<file path="src/rtl/uart_tx_pkg.sv">
`timescale 1ns/1ps
package uart_tx_pkg;

  typedef enum logic [1:0] {
    PAR_EVEN  = 2'd0,
    PAR_ODD   = 2'd1,
    PAR_MARK  = 2'd2,
    PAR_SPACE = 2'd3
  } par_mode_e;

  typedef enum logic [2:0] {
    PH_IDLE,
    PH_START,
    PH_DATA,
    PH_SLOT,
    PH_STOP
  } phase_e;

  typedef struct packed {
    logic      par_en;
    par_mode_e par_mode;
    logic      xbit_en;
    logic      xbit;
    logic      long_stop;
  } fmt_t;

endpackage

</file>
<file path="src/rtl/uart_tx_parity.sv">
`timescale 1ns/1ps
module uart_tx_parity
  import uart_tx_pkg::*;
#(
  parameter int DATA_W = 8
) (
  input  logic [DATA_W-1:0] data_i,   // already masked to frame length
  input  par_mode_e         mode_i,
  output logic              par_o
);

  logic odd_ones;
  assign odd_ones = ^data_i;

  always_comb begin
    unique case (mode_i)
      PAR_EVEN:  par_o = odd_ones;
      PAR_ODD:   par_o = ~odd_ones;
      PAR_MARK:  par_o = 1'b1;
      default:   par_o = 1'b0;
    endcase
  end

endmodule

</file>
<file path="src/rtl/uart_tx_tick_timer.sv">
`timescale 1ns/1ps
module uart_tx_tick_timer #(
  parameter int CNT_W = 5
) (
  input  logic             clk_i,
  input  logic             rst_ni,
  input  logic             clr_i,
  input  logic             tick_i,
  input  logic [CNT_W-1:0] limit_i,   // ticks in period minus one
  output logic             last_o
);

  logic [CNT_W-1:0] cnt_q;

  always_ff @(posedge clk_i or negedge rst_ni) begin
    if (!rst_ni)      cnt_q <= '0;
    else if (clr_i)   cnt_q <= '0;
    else if (tick_i)  cnt_q <= cnt_q + 1'b1;
  end

  assign last_o = tick_i && (cnt_q == limit_i);

  AST_CNT_BOUND: assert property (@(posedge clk_i) disable iff (!rst_ni)
    cnt_q <= limit_i);

endmodule

</file>
<file path="src/rtl/uart_frame_tx.sv">
`timescale 1ns/1ps
module uart_frame_tx
  import uart_tx_pkg::*;
#(
  parameter int DATA_W     = 8,
  parameter int MIN_LEN    = 5,
  parameter int OVERSAMPLE = 16
) (
  input  logic       clk_i,
  input  logic       rst_ni,
  input  logic       tick_i,
  input  logic       start_i,
  input  logic [7:0] data_i,
  input  logic [1:0] len_i,
  input  logic       par_en_i,
  input  logic [1:0] par_type_i,
  input  logic       xbit_en_i,
  input  logic       xbit_i,
  input  logic       long_stop_i,
  output logic       txd_o,
  output logic       busy_o,
  output logic       done_o
);

  localparam int IDX_W   = $clog2(DATA_W);
  localparam int CNT_W   = $clog2(2 * OVERSAMPLE);
  localparam logic [CNT_W-1:0] LIM_BIT  = CNT_W'(OVERSAMPLE - 1);
  localparam logic [CNT_W-1:0] LIM_HALF = CNT_W'(OVERSAMPLE + OVERSAMPLE / 2 - 1);
  localparam logic [CNT_W-1:0] LIM_TWO  = CNT_W'(2 * OVERSAMPLE - 1);

  phase_e            phase_q;
  fmt_t              fmt_q;
  logic [1:0]        len_q;
  logic [DATA_W-1:0] shreg_q;
  logic [IDX_W-1:0]  idx_q;
  logic              slot_q;
  logic              done_q;

  logic [DATA_W-1:0] mask;
  logic [DATA_W-1:0] data_m;
  logic              par_bit;
  logic              accept;
  logic              period_end;
  logic [CNT_W-1:0]  limit;
  logic [IDX_W-1:0]  last_idx;
  fmt_t              fmt_in;

  always_comb begin
    for (int i = 0; i < DATA_W; i++) mask[i] = (i < (MIN_LEN + int'(len_i)));
  end
  assign data_m = data_i[DATA_W-1:0] & mask;

  assign fmt_in = '{par_en:    par_en_i,
                    par_mode:  par_mode_e'(par_type_i),
                    xbit_en:   xbit_en_i,
                    xbit:      xbit_i,
                    long_stop: long_stop_i};

  uart_tx_parity #(.DATA_W(DATA_W)) i_parity (
    .data_i (data_m),
    .mode_i (fmt_in.par_mode),
    .par_o  (par_bit)
  );

  assign accept   = (phase_q == PH_IDLE) && start_i;
  assign last_idx = IDX_W'(MIN_LEN - 1 + int'(len_q));

  always_comb begin
    limit = LIM_BIT;
    if (phase_q == PH_STOP && fmt_q.long_stop)
      limit = (len_q == 2'd0) ? LIM_HALF : LIM_TWO;
  end

  uart_tx_tick_timer #(.CNT_W(CNT_W)) i_timer (
    .clk_i   (clk_i),
    .rst_ni  (rst_ni),
    .clr_i   ((phase_q == PH_IDLE) || period_end),
    .tick_i  (tick_i),
    .limit_i (limit),
    .last_o  (period_end)
  );

  always_ff @(posedge clk_i or negedge rst_ni) begin
    if (!rst_ni) begin
      phase_q <= PH_IDLE;
      fmt_q   <= '0;
      len_q   <= '0;
      shreg_q <= '0;
      idx_q   <= '0;
      slot_q  <= 1'b1;
      done_q  <= 1'b0;
    end else begin
      done_q <= 1'b0;
      if (accept) begin
        phase_q <= PH_START;
        fmt_q   <= fmt_in;
        len_q   <= len_i;
        shreg_q <= data_m;
        idx_q   <= '0;
        // parity wins over the extra bit
        slot_q  <= par_en_i ? par_bit : xbit_i;
      end else if (period_end && phase_q != PH_IDLE) begin
        unique case (phase_q)
          PH_START: phase_q <= PH_DATA;
          PH_DATA: begin
            shreg_q <= shreg_q >> 1;
            idx_q   <= idx_q + 1'b1;
            if (idx_q == last_idx)
              phase_q <= (fmt_q.par_en || fmt_q.xbit_en) ? PH_SLOT : PH_STOP;
          end
          PH_SLOT: phase_q <= PH_STOP;
          default: begin
            phase_q <= PH_IDLE;
            done_q  <= 1'b1;
          end
        endcase
      end
    end
  end

  always_comb begin
    unique case (phase_q)
      PH_START: txd_o = 1'b0;
      PH_DATA:  txd_o = shreg_q[0];
      PH_SLOT:  txd_o = slot_q;
      default:  txd_o = 1'b1;
    endcase
  end

  assign busy_o = (phase_q != PH_IDLE);
  assign done_o = done_q;

  AST_IDLE_HIGH: assert property (@(posedge clk_i) disable iff (!rst_ni)
    !busy_o |-> txd_o);
  AST_START_LOW: assert property (@(posedge clk_i) disable iff (!rst_ni)
    $rose(busy_o) |-> !txd_o);
  AST_FMT_HELD: assert property (@(posedge clk_i) disable iff (!rst_ni)
    busy_o && $past(busy_o) |-> $stable(fmt_q) && $stable(len_q) && $stable(slot_q));
  AST_BUSY_START: assert property (@(posedge clk_i) disable iff (!rst_ni)
    busy_o && start_i && !period_end |=> busy_o);
  AST_DONE_PULSE: assert property (@(posedge clk_i) disable iff (!rst_ni)
    done_o |=> !done_o);
  AST_DONE_END: assert property (@(posedge clk_i) disable iff (!rst_ni)
    done_o |-> !busy_o && $past(busy_o));

endmodule

</file>
<file path="config.mk">
export PLATFORM = sky130hd
export DESIGN_NAME = uart_frame_tx
export DESIGN_NICKNAME = d
export VERILOG_FILES = /design/src/rtl/uart_tx_pkg.sv /design/src/rtl/uart_tx_parity.sv /design/src/rtl/uart_tx_tick_timer.sv /design/src/rtl/uart_frame_tx.sv
export SDC_FILE = /design/constraint.sdc
export NUM_CORES = 1
export LEC_CHECK = 0
export BUFFER_PORTS_ARGS = -buffer_cell sky130_fd_sc_hd__buf_2
export CAP_MARGIN = 5
export CORE_MARGIN = 2
export CORE_UTILIZATION = 30
export CTS_BUF_LIST = sky130_fd_sc_hd__clkbuf_8
export CTS_CLUSTER_SIZE = 28
export DETAILED_ROUTE_END_ITERATION = 10
export GPL_TIMING_DRIVEN = 0
export PLACE_DENSITY = 0.56
export SYNTH_ARGS = -nofsm -noshare
export SYNTH_HDL_FRONTEND = slang
export SYNTH_HIERARCHICAL = 1
export SYNTH_SLANG_ARGS = --single-unit
</file>
<file path="constraint.sdc">
create_clock -name clk_i -period 2.67 [get_ports clk_i]
set_clock_uncertainty 0.2 [all_clocks]
set_input_delay 0.534 -clock clk_i [delete_from_list [all_inputs] [get_ports clk_i]]
set_output_delay 0.534 -clock clk_i [all_outputs]
set_load 0.03 [all_outputs]
</file>
Word-level counts from Yosys, hierarchy flattened:

Index checks and enable logic that the tools add are counted.
W data, S select, Z words.

* register bits: 26
* input bits: 20

* add/subtract/negate cells: 4
* order comparisons: 8
* equal/unequal tests: 9
* mux-type cells: 21
* bitwise logic cells: 2
* reductions and logical operators: 17

Operators with widths (number)
* $lt A4 B32 Y1 const A: 3
* $lt A3 B32 Y1 const A: 2
* $lt A1 B32 Y1 const A: 1
* $lt A2 B32 Y1 const A: 1
* $mux W8: 3
* $mux W3: 7
* $mux W5: 3
* $pmux W3 S3: 1
* $and A8 B8 Y8: 1
* $reduce_xor A8 Y1: 1
* $eq A3 B2 Y1 const B: 2
* $pmux W1 S3: 2
* $reduce_bool A2 Y1: 3
* $add A5 B1 Y5 const B: 1
* $eq A5 B5 Y1: 1
* $add A3 B2 Y4 const A: 1
* $logic_and A1 B1 Y1: 4
* $logic_not A2 Y1: 2
* $lt A3 B4 Y1 const A: 1
* $mux W1: 4
* $mux W4: 1
* $reduce_and A2 Y1: 2
* $add A3 B1 Y3 const B: 1
* $add A3 B2 Y3 const A: 1
* 11 further kinds: 12

Longest topological paths before layout:

Gate-level depths: netlist of run 1.

* word-level depth: 8
* depth in mapped cells: 10
* depth with buffers taken out: 8

By module:

The synthesis of run 1 kept the hierarchy.

Modules (own cells, without submodules)
* uart_frame_tx: times used 1, cells each 97, area each 1102.3 um^2, seq. area each 526.8 um^2
* uart_tx_tick_timer: times used 1, cells each 26, area each 274.0 um^2, seq. area each 125.1 um^2
* uart_tx_parity: times used 1, cells each 9, area each 73.8 um^2, seq. area each 0.0 um^2

Worst setup path after synthesis of run 1:

Ideal clock, no wire load.

* path kind: flip-flop to flip-flop
* start: reg phase_q[1]
* end: reg shreg_q[6]
* setup time: 0.126 ns
* arrival time: 2.148 ns
* required time: 2.344 ns
* slack: 0.196 ns
* cell stages (with the launch flop): 10
* buffers on the path: 2
* period minus slack after synthesis: 2.474 ns
* path through: dfrtp_1 buf_2 nor3_1 xor2_1 nor4_1 and3_1 and4bb_1 buf_2 nor2_2 a221o_1

* cells in the longest elaborated chain, start to end: 8

RTL lines
* start, declared: RTL line uart_frame_tx.sv:31 `phase_e phase_q;`
* start signal, assigned: RTL line uart_frame_tx.sv:109 `phase_q <= (fmt_q.par_en || fmt_q.xbit_en) ? PH_SLOT : PH_STOP;`
* $eq A3 B3 Y1: RTL line uart_frame_tx.sv:70 `if (phase_q == PH_STOP && fmt_q.long_stop)`
* $logic_and A1 B1 Y1: RTL line uart_frame_tx.sv:70
* $mux W5: RTL line uart_frame_tx.sv:70
* net limit[4]: RTL line uart_frame_tx.sv:44 `logic [CNT_W-1:0] limit;`
* $eq A5 B5 Y1: RTL line uart_tx_tick_timer.sv:21 `assign last_o = tick_i && (cnt_q == limit_i);`
* $logic_and A1 B1 Y1: RTL line uart_tx_tick_timer.sv:21
* net period_end: RTL line uart_frame_tx.sv:43 `logic period_end;`
* $logic_and A1 B1 Y1: RTL line uart_frame_tx.sv:102 `end else if (period_end && phase_q != PH_IDLE) begin`
* $reduce_bool A2 Y1 (no line)
* $reduce_and A2 Y1 (no line)
* end signal, assigned: RTL line uart_frame_tx.sv:98 `shreg_q <= data_m;`
* end signal, assigned: RTL line uart_frame_tx.sv:106 `shreg_q <= shreg_q >> 1;`
* end, declared: RTL line uart_frame_tx.sv:34 `logic [DATA_W-1:0] shreg_q;`

The timed path passes the listed nets, and every way through them passes these cells.
A chain may end at the register's enable or synchronous reset.

Worst setup path after layout of run 1:

* start: reg phase_q[1]
* end: reg idx_q[2]

* cells in the longest elaborated chain, start to end: 8

RTL lines
* $eq A3 B3 Y1: RTL line uart_frame_tx.sv:70
* $logic_and A1 B1 Y1: RTL line uart_frame_tx.sv:70
* $mux W5: RTL line uart_frame_tx.sv:70
* net limit[4]: RTL line uart_frame_tx.sv:44
* $eq A5 B5 Y1: RTL line uart_tx_tick_timer.sv:21
* $logic_and A1 B1 Y1: RTL line uart_tx_tick_timer.sv:21
* net period_end: RTL line uart_frame_tx.sv:43
* $logic_and A1 B1 Y1: RTL line uart_frame_tx.sv:102
* $reduce_bool A2 Y1 (no line)
* $reduce_and A2 Y1 (no line)
* end signal, assigned: RTL line uart_frame_tx.sv:107 `idx_q <= idx_q + 1'b1;`
* end, declared: RTL line uart_frame_tx.sv:35 `logic [IDX_W-1:0] idx_q;`

The timed path passes the listed nets, and every way through them passes these cells.

==> metrics.cfg, run 1 <==
[run_status]
outcome=finished, final reports clean

[setup_path]
worst_r2r_startpoint=phase_q[1]$_DFFE_PN0P_
path_class=flop to flop
cp.required_ns=2.68
reg2reg_slack_ns=0.17
end_kind=flop
cp-endpoint=idx_q[2]$_DFFE_PN0P_
r2r_cells=9
worstPathMaxFanout=10
crit_start=phase_q[1]$_DFFE_PN0P_
crit_path_start_kind=flop
reg2reg_to=idx_q[2]$_DFFE_PN0P_
worstPathArrival_ns=2.52

[synthesis]
synth_area_um2=1450
ys.flop_type=dfrtp_1
synth_edf_count=0
ys_types=42
synth_compound_gate_area_share_pct=12.9
synth_warnings=6
synth_fa_ha_area_share_pct=1.73
synth_area_per_cell_um2=11.0
async_reset_ff_share_pct=100
synth_seq_cells=26
synthSimpleGateAreaFrac_pct=16.3
synth_top_family_by_area=simple AND/OR/NAND/NOR gates
seq_area_frac_synth_pct=45.0
synth_xor_area_share_pct=11.5
muxShareOfSynthArea_pct=7.68
syn_inst=132

[clock_network]
clk_latency_ns=0.28
cts_buffers=3
cts_tree=yes
clockRootBuffer=clkbuf_8
holdBufCountCts=0
htreeDepth=1
clock_path_buffers=2
clk_pin_slew_ns=0.09
cts.sinks=26

[drt]
wirelength_um=2990
drt_iter0_markers=28
drt_first_pass_iters=4
wire_per_inst_um=13.8
route.detailed.drc=0
vias=1083
ant_nets=0
via_per_inst=5.01

[grt]
grt_pass1_vias=1067
grt_max_degree=27
grt_pass1_wl_um=5040
grt-ovfl-total=0
antenna_found_initial=0
grt_use_total_pct=12.3

[finish]
finalNetCount=185
syn_to_final_growth_pct=18.8
final_cell_mix=25 x dfrtp_1, 23 x buf_2, 11 x xnor2_1
drive_gt1_share_pct=28.4
fillCellCount=481
diodes=0
layout_commonest_cell=dfrtp_1
final_cell_area_um2=1720

[power]
p_sw_uw=516
seq_power_share_pct=45.8
p_int_uw=952
p_sw_share_pct=35.2
p_per_area_nw_per_um2=852
ir_drop_uv=350
pwr-share-comb_pct=36.5
finalPower_mw=1.47
clockPowerShare_pct=17.7
p_leak_nw=0.816

[sta]
rsz0062_at_grt=no
max_freq_mhz=400
period_needed_ns=2.50
maxSlewViolCount=0
setup_viol=0
fin_crit_sh_pct=93.7
hold_violations=0
slew_headroom_pct=60.0
tightest_slew_ns=0.601

[floorplanning]
die_area_um2=5410
initial_core_util_pct=30.9
core_area_um2=4690
die_w_um=73.5
row_count=25
die-height_um=73.5
io_pins=23

[placement]
numPortBuffers=22
hpwlAfterDp_um=2210
placed_cell_area_um2=1640
gp_congestion=0.800

[hold_path]
hold_class=input port to async pin

[job]
maxCapViolCount=0

[area by class of cell]
cell class / count / area (µm²) / share of cell area [%]
clock buffers: 4 / 55.1 / 3.20
multi-input cells: 99 / 749 / 43.5
flip-flops and latches: 26 / 652 / 37.8
well taps: 54 / 67.6 / 3.92
inverters: 2 / 7.51 / 0.436
repair buffers: 24 / 125 / 7.26
plain buffers: 7 / 66.3 / 3.85
[critical path, cell delays in order, from the launching register on]
cell and delay [ns]:
dfrtp_1 0.40, buf_2 0.19, nor3_4 0.23, xor2_1 0.10, nor4_1 0.24, and3_2 0.23, buf_4 0.14, nand4bb_1 0.21
or3_1 0.36, a21oi_1 0.14
[power groups by stage]
stage	Sequential, mW	Clock [mW]	Combinational, mW
final	0.672	0.260	0.536
after global routing	0.697	0.289	0.597
after CTS	0.677	0.269	0.522
after detailed placement	0.687	0	0.516
after global placement	0.678	0	0.501
after floorplan	0.649	0	0.407
[layer usage]
metal / routed length, µm / vias to the layer above / track usage, %
li1: - / 527 / -
met1: 1350 / 526 / 14.5
met2: 1490 / 24 / 21.2
met3: 121 / 6 / 3.57
met4: 38 / 0 / 4.24
met5: 0 / - / 0
[cells by family (layout without fill, tap and decap cells)]
family	after synthesis	after routing
buffers and inverters	9	37
XOR/XNOR	19	19
multiplexers	10	10
adder cells (fa/ha/maj)	2	2
AO/OA/AOI/OAI	26	26
other	1	3
AND/OR/NAND/NOR	39	39
flip-flops	26	26
[worst min-delay path by stage]
| stage | depth (start not counted) | end | slack (ns) |
|---|---|---|---|
| 5_1_grt | 1 | i_timer/cnt_q[0]$_DFFE_PN0P_ | 0.09 |
| 3_3_place_gp | 1 | shreg_q[1]$_DFFE_PN0P_ | 0.26 |
| 4_1_cts | 1 | i_timer/cnt_q[0]$_DFFE_PN0P_ | 0.06 |
| 6_report | 1 | fmt_q[0]$_DFFE_PN0P_ | 0.05 |
| 2_1_floorplan | 0 | done_o$_DFF_PN0_ | 0.04 |
| 3_5_place_dp | 1 | shreg_q[2]$_DFFE_PN0P_ | 0.27 |
[Yosys cell counts (2+ instances only)]
| cell | instances | area [µm²] |
|---|---|---|
| nor2_1 | 9 | 33.8 |
| mux2i_1 | 4 | 40.0 |
| a21o_1 | 5 | 37.5 |
| o21ai_0 | 5 | 25.0 |
| buf_2 | 3 | 15.0 |
| nand3_1 | 2 | 10.0 |
| or3_1 | 2 | 12.5 |
| ha_1 | 2 | 25.0 |
| dfrtp_1 | 25 | 626 |
| and2_1 | 3 | 18.8 |
| and3_1 | 2 | 12.5 |
| mux2_2 | 5 | 56.3 |
| inv_1 | 2 | 7.51 |
| a22o_1 | 6 | 52.6 |
| buf_6 | 2 | 22.5 |
| nor3b_1 | 2 | 15.0 |
| xnor2_1 | 11 | 96.3 |
| a21oi_1 | 4 | 20.0 |
| xor2_1 | 8 | 70.1 |
| nand2_1 | 7 | 26.3 |
| nand4_1 | 2 | 12.5 |
[through the flow]
stage	hold slack, ns	util (%)	TNS (ns)	std cells	setup WS [ns]
2_1_floorplan	0.0384	-	0	134	0.196
3_3_place_gp	0.260	34.9	-0.557	210	-0.165
3_5_place_dp	0.270	34.9	-0.745	210	-0.193
4_1_cts	0.0622	36.3	0	215	0.000579
5_1_grt	0.0915	36.7	0	216	0.00894
6_report	0.0493	36.7	0	216	0.168
[sequential cells by signal (all words and copies together), names as in the netlist]
signal         flops
idx_q              3
len_q              2
phase_q            3
done_o             1
fmt_q              3
shreg_q            8
i_timer/cnt_q      5
slot_q             1
[timing repair]
action / 4_1_cts / 5_1_grt
buffers inserted: 1 / 1
endpoints found under the setup margin: 10 / 9
pin swaps: 1 / 1
resized for setup: 2 / 4
Note: power is estimated with default switching activity, not from simulation.
==> inputs of run 2 (changes only) <==
--- a/config.mk
+++ b/config.mk
@@ -5,15 +5,15 @@
 export SDC_FILE = /design/constraint.sdc
 export NUM_CORES = 1
 export LEC_CHECK = 0
-export BUFFER_PORTS_ARGS = -buffer_cell sky130_fd_sc_hd__buf_2
 export CAP_MARGIN = 5
 export CORE_MARGIN = 2
 export CORE_UTILIZATION = 30
 export CTS_BUF_LIST = sky130_fd_sc_hd__clkbuf_8
 export CTS_CLUSTER_SIZE = 28
 export DETAILED_ROUTE_END_ITERATION = 10
+export DONT_BUFFER_PORTS = 1
 export GPL_TIMING_DRIVEN = 0
-export PLACE_DENSITY = 0.56
+export PLACE_DENSITY = 0.52
 export SYNTH_ARGS = -nofsm -noshare
 export SYNTH_HDL_FRONTEND = slang
 export SYNTH_HIERARCHICAL = 1
==> run 2 against run 1 <==
Against the previous run: combinational power down 8.4%; critical path depth unchanged; flip-flop and latch count unchanged; sequential power up 1%; register-to-register slack better by 0.02 ns; critical path type unchanged; critical endpoint is now shreg_q[6]$_DFFE_PN0P_; largest power group unchanged.
==> metrics.cfg, run 2 (synthesis results as in run 1) <==
[run_status]
outcome=finished, final reports clean  ; unchanged

[clock_network]
cts.sinks=26  ; unchanged
htreeDepth=1  ; unchanged
cts_buffers=3  ; unchanged
clockRootBuffer=clkbuf_8  ; unchanged
clk_latency_ns=0.27  ; was 0.28 ns
clock_path_buffers=2  ; unchanged
cts_tree=yes  ; unchanged
clk_pin_slew_ns=0.09  ; about the same

[grt]
grt-ovfl-total=0  ; unchanged
grt_use_met1_pct=15.8  ; was 14.5%
antenna_found_initial=0  ; unchanged
grt.met3_usage_pct=3.02  ; was 3.57%
grt_pass1_wl_um=5200  ; was 5040 µm
grt_max_degree=27  ; unchanged
grt_pass1_vias=1057  ; was 1067
met2_usage_pct=22.1  ; was 21.2%
grt_use_total_pct=12.5  ; was 12.3%
busiest_layer=met2  ; unchanged

[finish]
syn_to_final_growth_pct=14.2  ; was 18.8%
fillCellCount=486  ; was 481
diodes=0  ; unchanged
finalNetCount=164  ; was 185
reg_top3=shreg_q (8), i_timer/cnt_q (5)  ; unchanged
largest_register_ffs=8  ; unchanged
regMostFlops=shreg_q  ; unchanged
layout_commonest_cell=dfrtp_1  ; unchanged
final_cell_mix=24 x dfrtp_1, 11 x xnor2_1, 9 x nor2_1  ; was 25 x dfrtp_1, 23 x buf_2, 11 x xnor2_1
drive_gt1_share_pct=17.7  ; was 28.4%

[drt]
vias=973  ; was 1083
wirelength_um=3050  ; was 2990 µm
drt_iter0_markers=56  ; was 28
route.detailed.drc=0  ; unchanged
wire_per_inst_um=15.7  ; was 13.8 µm
via_per_inst=4.99  ; was 5.01
drt_first_pass_iters=4  ; unchanged
ant_nets=0  ; unchanged

[hold_path]
hold_class=input port to flop  ; was input port to async pin

[floorplanning]
die_w_um=73.5  ; unchanged
initial_core_util_pct=30.9  ; unchanged
die_area_um2=5410  ; unchanged
io_pins=23  ; unchanged
row_count=25  ; unchanged
core_area_um2=4690  ; unchanged
die-height_um=73.5  ; unchanged

[sta]
fin_crit_sh_pct=92.9  ; was 93.7%
setup_viol=0  ; unchanged
rsz0062_at_grt=no  ; unchanged
holdWs_ns=0.174  ; was 0.0493 ns
period_needed_ns=2.48  ; was 2.50 ns
hold_violations=0  ; unchanged
max_freq_mhz=403  ; was 400 MHz
maxSlewViolCount=0  ; unchanged

[placement]
hpwlAfterDp_um=2260  ; was 2210 µm
gp_congestion=0.785  ; was 0.800
numPortBuffers=0  ; was 22

[setup_path]
worstPathMaxFanout=10  ; unchanged
worst-path-buf-inv=2  ; unchanged
slowest_delay_ns=0.45  ; was 0.40 ns
cp.required_ns=2.64  ; was 2.68 ns
path_class=flop to flop  ; unchanged
cp_cell_sequence=buf_2, nor3_4, xor2_1, nor4_1, and3_2, and4bb_1, buf_6, nor2_2, a221o_1  ; was buf_2, nor3_4, xor2_1, nor4_1, and3_2, buf_4, nand4bb_1, or3_1, a21oi_1
end_kind=flop  ; unchanged
path_delay_family=simple AND/OR/NAND/NOR gates  ; unchanged
crit_path_start_kind=flop  ; unchanged
crit_slowest_cell=dfrtp_2  ; was dfrtp_1
worstPathArrival_ns=2.45  ; was 2.52 ns

[power]
p_leak_nw=0.745  ; was 0.816 nW
ir_drop_uv=312  ; was 350 µV
p_per_area_nw_per_um2=908  ; was 852 nW/µm²
finalPower_mw=1.50  ; was 1.47 mW

[job]
maxCapViolCount=0  ; unchanged

==> run 2: power by group <==
part           leakage, nW  internal [mW]  switching (mW)  total, mW
Clock               0.0357          0.201           0.131      0.331
Combinational        0.385          0.247           0.245      0.491
Sequential           0.324          0.552           0.130      0.681
Total                0.745          0.999           0.505       1.50
==> run 2: what timing repair did <==
action                                 CTS  global route
setup endpoints to repair                9             4
hold buffers                             2             0
pin swaps                                0             2
resized for setup                        3             4
endpoints found under the hold margin   26             0
setup buffers                            0             1
==> run 2: worst reg2reg max path, cell delays in order, from the launching register on <==
cell and delay (ns):
dfrtp_2 0.45, buf_2 0.20, nor3_4 0.21, xor2_1 0.09, nor4_1 0.15, and3_2 0.28
and4bb_1 0.24, buf_6 0.15, nor2_2 0.09, a221o_1 0.31
==> run 2: metrics by stage <==
stage | worst slack [ns] | cells | TNS (ns) | utilization (%) | area (µm²)
2_1_floorplan | 0.196 | 134 | 0 | - | 1460
3_3_place_gp | -0.151 | 188 | -0.465 | 32.5 | 1530
3_5_place_dp | -0.152 | 188 | -0.484 | 32.5 | 1530
4_1_cts | 0.0203 | 194 | 0 | 34.9 | 1640
5_1_grt | 0.0166 | 195 | 0 | 35.3 | 1660
6_report | 0.191 | 195 | 0 | 35.3 | 1660
==> run 2: path summary, 6_finish.rpt <==
check / start / endpoint / slack (ns) / cells past startpoint
max: phase_q[1]$_DFFE_PN0P_ / shreg_q[6]$_DFFE_PN0P_ / 0.19 / 9
min: data_i[4] / shreg_q[4]$_DFFE_PN0P_ / 0.17 / 2
max reg2reg: phase_q[1]$_DFFE_PN0P_ / shreg_q[6]$_DFFE_PN0P_ / 0.19 / 9
min reg2reg: shreg_q[2]$_DFFE_PN0P_ / shreg_q[2]$_DFFE_PN0P_ / 0.29 / 1
max in group asynchronous: rst_ni / slot_q$_DFFE_PN1P_ / 1.54 / 2
min in group asynchronous: rst_ni / i_timer/cnt_q[0]$_DFFE_PN0P_ / 0.50 / 2
==> run 2: metal layers <==
| layer | share of wire (%) | routed length (µm) |
|---|---|---|
| met3 | 4.3 | 132 |
| met4 | 0.36 | 11 |
| met2 | 49 | 1500 |
| met1 | 46 | 1410 |
| met5 | 0 | 0 |
==> run 2: final cells by class <==
cell class | count | area, µm² | area share (%)
well taps | 54 | 67.6 | 4.08
plain buffers | 7 | 70.1 | 4.23
repair buffers | 3 | 37.5 | 2.27
flip-flops and latches | 26 | 653 | 39.4
multi-input cells | 99 | 749 | 45.2
inverters | 2 | 7.51 | 0.453
clock buffers | 3 | 41.3 | 2.49
clock inverters | 1 | 30.0 | 1.81
==> inputs of run 3 (changes only) <==
--- a/config.mk
+++ b/config.mk
@@ -13,7 +13,6 @@
 export DETAILED_ROUTE_END_ITERATION = 10
 export DONT_BUFFER_PORTS = 1
 export GPL_TIMING_DRIVEN = 0
-export PLACE_DENSITY = 0.52
 export SYNTH_ARGS = -nofsm -noshare
 export SYNTH_HDL_FRONTEND = slang
 export SYNTH_HIERARCHICAL = 1
==> run 3 against run 2 <==
Against the previous run: combinational power rose by 0.8%; core utilization fell by 0.053 points; sequential power fell by 0.7%; register-to-register slack got worse by 0.07 ns; total power fell by 0.20%; hold slack got worse by 0.00076 ns; count of clock-buffer cells in the layout did not move; via count rose by 2.7%; flip-flop and latch count did not move; critical path type unchanged; critical endpoint unchanged; largest cell class unchanged; largest power group unchanged; highest routed layer unchanged.
==> metrics.cfg, run 3 (synthesis results as in run 1) <==
[run_status]
outcome=finished, final reports clean  ; unchanged

[setup_path]
path_class=flop to flop  ; unchanged
worstPathMaxFanout=10  ; unchanged
cp.required_ns=2.64  ; about the same
crit_path_start_kind=flop  ; unchanged
end_kind=flop  ; unchanged
worstPathArrival_ns=2.51  ; was 2.45 ns

[grt]
grt_pass1_vias=1011  ; was 1057
grt_pass1_wl_um=4800  ; was 5200 µm
grt_use_total_pct=11.7  ; was 12.5%
grt_max_degree=27  ; unchanged
grt-ovfl-total=0  ; unchanged
antenna_found_initial=0  ; unchanged

[finish]
finalNetCount=164  ; unchanged
regMostFlops=shreg_q  ; unchanged
diodes=0  ; unchanged
drive_gt1_share_pct=17.7  ; unchanged
largest_register_ffs=8  ; unchanged
final_cell_mix=24 x dfrtp_1, 11 x xnor2_1, 9 x nor2_1  ; unchanged
reg_top3=shreg_q (8), i_timer/cnt_q (5)  ; unchanged
layout_commonest_cell=dfrtp_1  ; unchanged
syn_to_final_growth_pct=14.1  ; was 14.2%
finish.utilization_pct=35.3  ; about the same

[power]
p_sw_share_pct=33.5  ; was 33.6%
ir_drop_uv=332  ; was 312 µV
p_leak_nw=0.746  ; was 0.745 nW
p_int_uw=999  ; about the same
pwr-share-comb_pct=33.0  ; was 32.7%
p_per_area_nw_per_um2=908  ; about the same
finalPower_mw=1.50  ; about the same
p_sw_uw=502  ; was 505 µW
seq_power_share_pct=45.0  ; was 45.3%
clockPowerShare_pct=22.0  ; about the same

[drt]
wire_per_inst_um=14.9  ; was 15.7 µm
vias=999  ; was 973
drt_iter0_markers=16  ; was 56
drt_first_pass_iters=4  ; unchanged
via_per_inst=5.12  ; was 4.99
wirelength_um=2910  ; was 3050 µm
ant_nets=0  ; unchanged
route.detailed.drc=0  ; unchanged

[sta]
maxSlewViolCount=0  ; unchanged
period_needed_ns=2.55  ; was 2.48 ns
fin_crit_sh_pct=95.4  ; was 92.9%
max_freq_mhz=393  ; was 403 MHz
rsz0062_at_grt=yes  ; was no
finalWorstSetupSlack_ns=0.123  ; was 0.191 ns
hold_violations=0  ; unchanged
setup_viol=0  ; unchanged

[placement]
pre_cts_ws_ns=-0.124  ; was -0.152 ns
gp_congestion=0.756  ; was 0.785
numPortBuffers=0  ; unchanged
hpwlAfterDp_um=2160  ; was 2260 µm

[floorplanning]
die_area_um2=5410  ; unchanged
io_pins=23  ; unchanged
die_w_um=73.5  ; unchanged
initial_core_util_pct=30.9  ; unchanged
core_area_um2=4690  ; unchanged
die-height_um=73.5  ; unchanged
row_count=25  ; unchanged

[clock_network]
htreeDepth=1  ; unchanged
cts_tree=yes  ; unchanged
clk_pin_slew_ns=0.09  ; about the same
cts.sinks=26  ; unchanged
clockRootBuffer=clkbuf_8  ; unchanged
clock_path_buffers=2  ; unchanged
cts_buffers=3  ; unchanged
clk_latency_ns=0.28  ; was 0.27 ns

[hold_path]
hold_class=input port to flop  ; unchanged

[job]
maxCapViolCount=0  ; unchanged

run 3: layout make-up:
class,instances,area [µm²]
clock buffer,3,41.3
multi-input combinational,99,749
buffer,7,67.6
timing repair buffer,3,37.5
fill,479,3040
sequential,26,653
tap,54,67.6
inverter,2,7.51
clock inverter,1,30.0
run 3: worst max-delay path, stage by stage, from the launching register on:
cell      delay, ns
dfrtp_2        0.45
buf_2          0.20
nor3_4         0.22
xor2_1         0.09
nor4_1         0.24
and3_2         0.25
and4bb_1       0.23
buf_6          0.15
nor2_2         0.10
a221o_1        0.32
run 3: timing repair:
action	4_1_cts	5_1_grt
gates cloned	0	0
setup endpoints to repair	8	8
gates resized for setup	3	3
pin swaps	0	1
hold endpoints to repair	26	0
buffers inserted	0	1
hold buffers	2	0
run 3: per-stage QoR:
stage	TNS, ns	cell area (µm²)	instances	hold slack, ns
after global placement	-0.573	1530	188	0.0391
final	0	1650	195	0.173
after global routing	0	1650	195	0.158
after floorplan	0	1460	134	0.0384
after CTS	0	1640	194	0.171
after detailed placement	-0.287	1530	188	0.0393
run 3: metal layers:
layer | share of wire [%] | vias to the layer above | GRT usage (%)
met5 | 0 | - | 0
met4 | 0.41 | 0 | 2.63
met3 | 7.8 | 2 | 4.53
met2 | 47 | 34 | 18.4
met1 | 45 | 484 | 15.3
li1 | - | 479 | -
run 3: path summary, 6_finish.rpt:
path | from | endpoint | slack [ns] | cells after the start
min | data_i[4] | shreg_q[4]$_DFFE_PN0P_ | 0.17 | 2
min in group asynchronous | rst_ni | phase_q[1]$_DFFE_PN0P_ | 0.49 | 2
max in group asynchronous | rst_ni | slot_q$_DFFE_PN1P_ | 1.56 | 2
max reg2reg | phase_q[1]$_DFFE_PN0P_ | shreg_q[6]$_DFFE_PN0P_ | 0.12 | 9
max | phase_q[1]$_DFFE_PN0P_ | shreg_q[6]$_DFFE_PN0P_ | 0.12 | 9
min reg2reg | shreg_q[0]$_DFFE_PN0P_ | shreg_q[0]$_DFFE_PN0P_ | 0.29 | 1
run 3: power by group through the flow:
| stage | sequential [mW] | clock [mW] | combinational [mW] |
|---|---|---|---|
| floorplan | 0.649 | 0 | 0.407 |
| global placement | 0.675 | 0 | 0.455 |
| detailed placement | 0.682 | 0 | 0.474 |
| CTS | 0.674 | 0.335 | 0.493 |
| global route | 0.696 | 0.352 | 0.550 |
| finish | 0.676 | 0.330 | 0.495 |
